### src/rtl/clktmr_pkg.sv
`timescale 1ns/1ps
package clktmr_pkg;

   localparam int unsigned IRQ_N = 4;

   typedef enum logic [0:0] {
      FRZ_IDLE   = 1'b0,
      FRZ_ACTIVE = 1'b1
   } frz_state_e;

   // count bit whose falling edge drives interrupt request k
   function automatic int unsigned irq_src_bit(input int unsigned k);
      case (k)
         0:       return 2;
         1:       return 4;
         2:       return 6;
         default: return 7;
      endcase
   endfunction

endpackage

### src/rtl/clktmr_freeze_ctl.sv
`timescale 1ns/1ps
module clktmr_freeze_ctl #(
   parameter int unsigned HOLD_TICKS = 2
) (
   input  logic clk,
   input  logic rst_n,
   input  logic clr,
   input  logic lo_rd,
   input  logic hi_rd,
   input  logic tick_fast,
   output logic frz_eff,
   output logic frz_release,
   output logic frz_active
);
   import clktmr_pkg::*;

   localparam int unsigned TW = $clog2(HOLD_TICKS + 1);
   localparam logic [TW-1:0] LAST_CNT = TW'(HOLD_TICKS - 1);

   frz_state_e   state_q;
   logic [TW-1:0] tcnt_q;

   assign frz_active  = (state_q == FRZ_ACTIVE);
   assign frz_release = frz_active & (hi_rd | (tick_fast & (tcnt_q == LAST_CNT)));
   // freeze applies at this edge when starting now or still held
   assign frz_eff     = frz_active ? ~frz_release : lo_rd;

   always_ff @(posedge clk or negedge rst_n) begin
      if (!rst_n) begin
         state_q <= FRZ_IDLE;
         tcnt_q  <= '0;
      end else if (clr) begin
         state_q <= FRZ_IDLE;
         tcnt_q  <= '0;
      end else begin
         case (state_q)
            FRZ_IDLE: begin
               if (lo_rd) begin
                  state_q <= FRZ_ACTIVE;
                  tcnt_q  <= '0;
               end
            end
            default: begin
               if (frz_release) begin
                  state_q <= FRZ_IDLE;
                  tcnt_q  <= '0;
               end else if (tick_fast) begin
                  tcnt_q <= tcnt_q + 1'b1;
               end
            end
         endcase
      end
   end

endmodule

### src/rtl/clktmr_counter.sv
`timescale 1ns/1ps
module clktmr_counter #(
   parameter int unsigned NIB_W = 4,
   parameter int unsigned CNT_W = 2 * NIB_W
) (
   input  logic             clk,
   input  logic             rst_n,
   input  logic             clr,
   input  logic             tick,
   input  logic             frz_eff,
   output logic [CNT_W-1:0] cnt,
   output logic             pend
);
   logic [NIB_W-1:0] lo_q, hi_q;
   logic             pend_q;
   logic             carry;
   logic [1:0]       hi_inc;

   assign carry  = tick & (&lo_q);
   assign hi_inc = frz_eff ? 2'd0 : ({1'b0, carry} + {1'b0, pend_q});

   always_ff @(posedge clk or negedge rst_n) begin
      if (!rst_n) begin
         lo_q   <= '0;
         hi_q   <= '0;
         pend_q <= 1'b0;
      end else if (clr) begin
         lo_q   <= '0;
         hi_q   <= '0;
         pend_q <= 1'b0;
      end else begin
         if (tick) lo_q <= lo_q + 1'b1;
         hi_q <= hi_q + NIB_W'(hi_inc);
         if (frz_eff) begin
            if (carry) pend_q <= 1'b1;
         end else begin
            pend_q <= 1'b0;
         end
      end
   end

   assign cnt  = {hi_q, lo_q};
   assign pend = pend_q;

endmodule

### src/rtl/clktmr_irq_gen.sv
`timescale 1ns/1ps
module clktmr_irq_gen #(
   parameter int unsigned CNT_W = 8
) (
   input  logic                       clk,
   input  logic                       rst_n,
   input  logic                       clr,
   input  logic [CNT_W-1:0]           cnt,
   output logic [clktmr_pkg::IRQ_N-1:0] irq
);
   import clktmr_pkg::*;

   for (genvar k = 0; k < IRQ_N; k++) begin : g_irq
      localparam int unsigned SB = irq_src_bit(k);
      if (SB >= CNT_W) begin : g_bad
         $error("interrupt source bit outside the counter");
      end
      logic prev_q;
      always_ff @(posedge clk or negedge rst_n) begin
         if (!rst_n)   prev_q <= 1'b0;
         else if (clr) prev_q <= 1'b0;
         else          prev_q <= cnt[SB];
      end
      assign irq[k] = prev_q & ~cnt[SB];
   end

endmodule

### src/rtl/clktmr_split_read.sv
`timescale 1ns/1ps
module clktmr_split_read #(
   parameter int unsigned NIB_W      = 4,
   parameter int unsigned ADDR_W     = 8,
   parameter logic [7:0]  LO_ADDR    = 8'hE3,
   parameter logic [7:0]  HI_ADDR    = 8'hE4,
   parameter int unsigned HOLD_TICKS = 2
) (
   input  logic                         clk,
   input  logic                         rst_n,
   input  logic                         tick_256,
   input  logic                         tick_fast,
   input  logic                         tmr_clr,
   input  logic                         rd_en,
   input  logic [ADDR_W-1:0]            rd_addr,
   output logic [NIB_W-1:0]             rd_data,
   output logic [clktmr_pkg::IRQ_N-1:0] irq_req
);
   localparam int unsigned CNT_W = 2 * NIB_W;
   localparam logic [ADDR_W-1:0] LO_A = ADDR_W'(LO_ADDR);
   localparam logic [ADDR_W-1:0] HI_A = ADDR_W'(HI_ADDR);

   if (NIB_W < 2) begin : g_chk_nib
      $error("NIB_W must be at least 2");
   end
   if (LO_A == HI_A) begin : g_chk_addr
      $error("nibble addresses must differ");
   end
   if (HOLD_TICKS < 1) begin : g_chk_hold
      $error("HOLD_TICKS must be at least 1");
   end

   logic             lo_rd, hi_rd;
   logic             frz_eff, frz_release, frz_active;
   logic [CNT_W-1:0] cnt_q;
   logic             pend_q;

   assign lo_rd = rd_en & (rd_addr == LO_A);
   assign hi_rd = rd_en & (rd_addr == HI_A);

   clktmr_freeze_ctl #(.HOLD_TICKS(HOLD_TICKS)) u_frz (
      .clk         (clk),
      .rst_n       (rst_n),
      .clr         (tmr_clr),
      .lo_rd       (lo_rd),
      .hi_rd       (hi_rd),
      .tick_fast   (tick_fast),
      .frz_eff     (frz_eff),
      .frz_release (frz_release),
      .frz_active  (frz_active)
   );

   clktmr_counter #(.NIB_W(NIB_W), .CNT_W(CNT_W)) u_cnt (
      .clk     (clk),
      .rst_n   (rst_n),
      .clr     (tmr_clr),
      .tick    (tick_256),
      .frz_eff (frz_eff),
      .cnt     (cnt_q),
      .pend    (pend_q)
   );

   clktmr_irq_gen #(.CNT_W(CNT_W)) u_irq (
      .clk   (clk),
      .rst_n (rst_n),
      .clr   (tmr_clr),
      .cnt   (cnt_q),
      .irq   (irq_req)
   );

   always_comb begin
      rd_data = '0;
      if (lo_rd)      rd_data = cnt_q[NIB_W-1:0];
      else if (hi_rd) rd_data = cnt_q[CNT_W-1:NIB_W];
   end

endmodule

### config.mk
export PLATFORM = sky130hd
export DESIGN_NAME = clktmr_split_read
export DESIGN_NICKNAME = d
export VERILOG_FILES = /design/src/rtl/clktmr_pkg.sv /design/src/rtl/clktmr_freeze_ctl.sv /design/src/rtl/clktmr_counter.sv /design/src/rtl/clktmr_irq_gen.sv /design/src/rtl/clktmr_split_read.sv
export SDC_FILE = /design/constraint.sdc
export NUM_CORES = 1
export LEC_CHECK = 0
export ABC_AREA = 1
export ABC_CLOCK_PERIOD_IN_PS = 2600
export BUFFER_PORTS_ARGS = -buffer_cell sky130_fd_sc_hd__buf_2
export CELL_PAD_IN_SITES_DETAIL_PLACEMENT = 1
export CELL_PAD_IN_SITES_GLOBAL_PLACEMENT = 1
export CORE_AREA = 2 2 54 56
export CTS_CLUSTER_SIZE = 24
export DETAILED_ROUTE_END_ITERATION = 10
export DIE_AREA = 0 0 56 58
export GPL_TIMING_DRIVEN = 0
export PLACE_DENSITY = 0.74
export SLEW_MARGIN = 20
export SYNTH_ARGS = -nofsm -noshare
export SYNTH_HDL_FRONTEND = slang
export SYNTH_SLANG_ARGS = --single-unit
### constraint.sdc
create_clock -name clk -period 2.6 [get_ports clk]
set_clock_uncertainty 0.05 [all_clocks]
set_input_delay 0.26 -clock clk [delete_from_list [all_inputs] [get_ports clk]]
set_output_delay 0.26 -clock clk [all_outputs]
set_load 0.01 [all_outputs]
==> summary.txt <==
Relative slew slack = 0.747
Worst Setup Path Type = flop to flop
Dpl hpwl = 1.97 mm
Reg-to-reg critical path endpoint = u_cnt.hi_q[2]
RSZ-0062 raised after global routing = false
Reg2reg start = u_cnt.lo_q[0]
Tmin final = 2.12 ns
Vias = 880
Flop pwr share = 0.538
Max Cap Viol = 0
Worst setup path end = u_cnt.hi_q[2]
Slew @ Worst Pin = 0.380 ns
CP Capture Type = flop
Fin. Hold Viols = 0
Synthesized area = 947 µm²
Min-delay src = tmr_clr
Pin count of the biggest net entering global routing = 17
Worst EP required = 2.74 ns
Final WL = 2.36 mm
Chip Height = 58 µm
I/O pins = 22
TNS Setup = 0 ns
Die area = 3250 µm²
Hold depth = 2
Overall die width = 56 µm
Worst hold slack = 0.118 ns
DR WL/cell = 13.1 µm
Clock tree buffer depth = 2
Clock root cell = clkbuf_4
Antenna violations before repair = 0
CP Launch Type = flop
Ys Warns = 0
CP arrival = 2.26 ns
Core area = 2660 µm²
Worst R2R Path Depth = 10
Combinational power share = 0.101
Pint = 0.354 mW
Synth Register Bits = 16
Final weighted congestion in routability-driven placement = 0.745
Post-synthesis sequential area ratio = 0.423
Vias per Instance = 4.89
Switching pwr = 0.118 mW
First-pass GRT wire length = 4.17 mm
Most common cell after layout, fill and taps aside = inv_1
Postcts setup bufs = 0
Nets = 170
Yosys cell types = 20
Switching share of power = 0.250
Synth Area per Inst = 7.70 µm²
Peak supply drop = 0.254 mV
Max Slew Vio Count = 0
Final Cycle Share = 0.814
DRT Pass-1 Iters = 4
Mapped Cells = 123
Synthesis-to-layout area growth = 20.1%
CTS Sinks = 16
GRT overflow = 0
Syn nets = 143
Final setup vio count = 0
Clk slew on worst S/H paths = 0.10 ns
Row count = 19
Hold Path Class = input port to flop
CTS tree = done
Number of buffers added on ports = 21
CTS buffer count = 3
CP startpoint = u_cnt.lo_q[0]
Clk_lat worst skew = 0.30 ns
Flop2flop setup slack = 0.48 ns
Clock Power Share = 0.361
Initial Utilization = 0.356
GRT Overall Usage = 0.171
Layout cells sized above 1 = 0.235
Power per standard cell area = 415 nW/µm²
Outcome = finished clean
Diodes inserted = 0
Detail Route Antenna Nets = 0
Drt drc = 0
Fmax = 473 MHz
Worst-path maximum fanout = 3
H-tree depth = 1
Commonest cells after routing, fill and taps aside = inv_1, nor2_1, buf_2, dfrtp_1, nand2_1
Iter 0 DRT Violations = 17
# fillers = 356
Leak = 0.603 nW
Vias in the first global route = 949
==> power groups by stage <==
| stage | Combinational [mW] | Sequential [mW] | Clock [mW] |
|---|---|---|---|
| after floorplan | 0.0230 | 0.258 | 0 |
| after detailed placement | 0.0479 | 0.259 | 0 |
| after CTS | 0.0491 | 0.254 | 0.175 |
| after global routing | 0.0549 | 0.255 | 0.187 |
| final | 0.0478 | 0.254 | 0.170 |
| after global placement | 0.0447 | 0.259 | 0 |
==> stage by stage <==
| step | cell area (µm²) | setup WS [ns] | power [mW] | instances | util |
|---|---|---|---|---|---|
| floorplan | 947 | 0.632 | 0.281 | 123 | - |
| global placement | 1090 | 0.516 | 0.303 | 175 | 0.410 |
| detailed placement | 1090 | 0.473 | 0.307 | 175 | 0.410 |
| CTS | 1140 | 0.462 | 0.478 | 180 | 0.427 |
| global route | 1140 | 0.299 | 0.496 | 180 | 0.427 |
| finish | 1140 | 0.484 | 0.472 | 180 | 0.427 |
==> how the worst min path moves through the flow <==
| stage | endpoint | slack [ns] |
|---|---|---|
| final | u_irq.g_irq[2].prev_q | 0.12 |
| after global routing | u_irq.g_irq[2].prev_q | 0.12 |
| after CTS | u_irq.g_irq[2].prev_q | 0.11 |
| after detailed placement | u_frz.tcnt_q[1] | 0.15 |
| after global placement | u_frz.tcnt_q[1] | 0.14 |
| after floorplan | u_cnt.hi_q[0] | -0.09 |
==> cells by family after synthesis <==
family	synth area share
buffers and inverters	0.108
flip-flops	0.423
adder cells (fa/ha/maj)	0.0872
XOR/XNOR	0.00925
AO/OA/AOI/OAI	0.0753
AND/OR/NAND/NOR	0.297
==> critical path: stages (launching register included) <==
cell	delay, ns
dfrtp_1	0.41
ha_1	0.22
nand3_1	0.12
nor2_1	0.07
ha_1	0.26
inv_1	0.05
nor2_1	0.04
ha_1	0.21
fa_1	0.39
xnor2_1	0.14
nor2_1	0.05
==> cell usage after synthesis (all sizes together) <==
cell type | number | area [µm²]
buf | 1 | 5.00
nand4 | 5 | 31.3
a21oi | 6 | 30.0
nand3 | 6 | 35.0
a211oi | 1 | 7.51
inv | 26 | 97.6
o21ai | 3 | 15.0
nor2 | 29 | 129
a31oi | 1 | 6.26
dfrtp | 16 | 400
xnor2 | 1 | 8.76
fa | 1 | 20.0
o22ai | 2 | 12.5
nand2 | 19 | 81.3
ha | 5 | 62.6
nor3 | 1 | 5.00
==> sequential cells by signal, summed over array words and instances (netlist names) <==
name,cells
u_cnt.hi_q,4
u_cnt.lo_q,4
u_cnt.pend,1
u_frz.frz_active,1
u_frz.tcnt_q,2
u_irq.g_irq.prev_q,4
==> cell type report <==
type / instances / area (µm²) / area share
buffer: 1 / 5.00 / 0.00440
clock buffer: 4 / 36.3 / 0.0319
inverter: 26 / 97.6 / 0.0858
multi-input combinational: 80 / 444 / 0.391
sequential: 16 / 400 / 0.352
tap: 31 / 38.8 / 0.0341
timing repair buffer: 22 / 115 / 0.101
==> layer usage <==
layer  vias to the layer above  GRT usage  routed length [µm]
met2                        16      0.313                1230
met5                         -          0                   0
met4                         0     0.0918                  55
met1                       424      0.188                 992
met3                         5     0.0313                  77
li1                        435          -                   -
==> repair_timing <==
item	CTS	global route
hold buffers	1	0
endpoints found under the hold margin	16	0
gates resized for setup	0	0
Note: power is estimated with default switching activity, not from simulation.
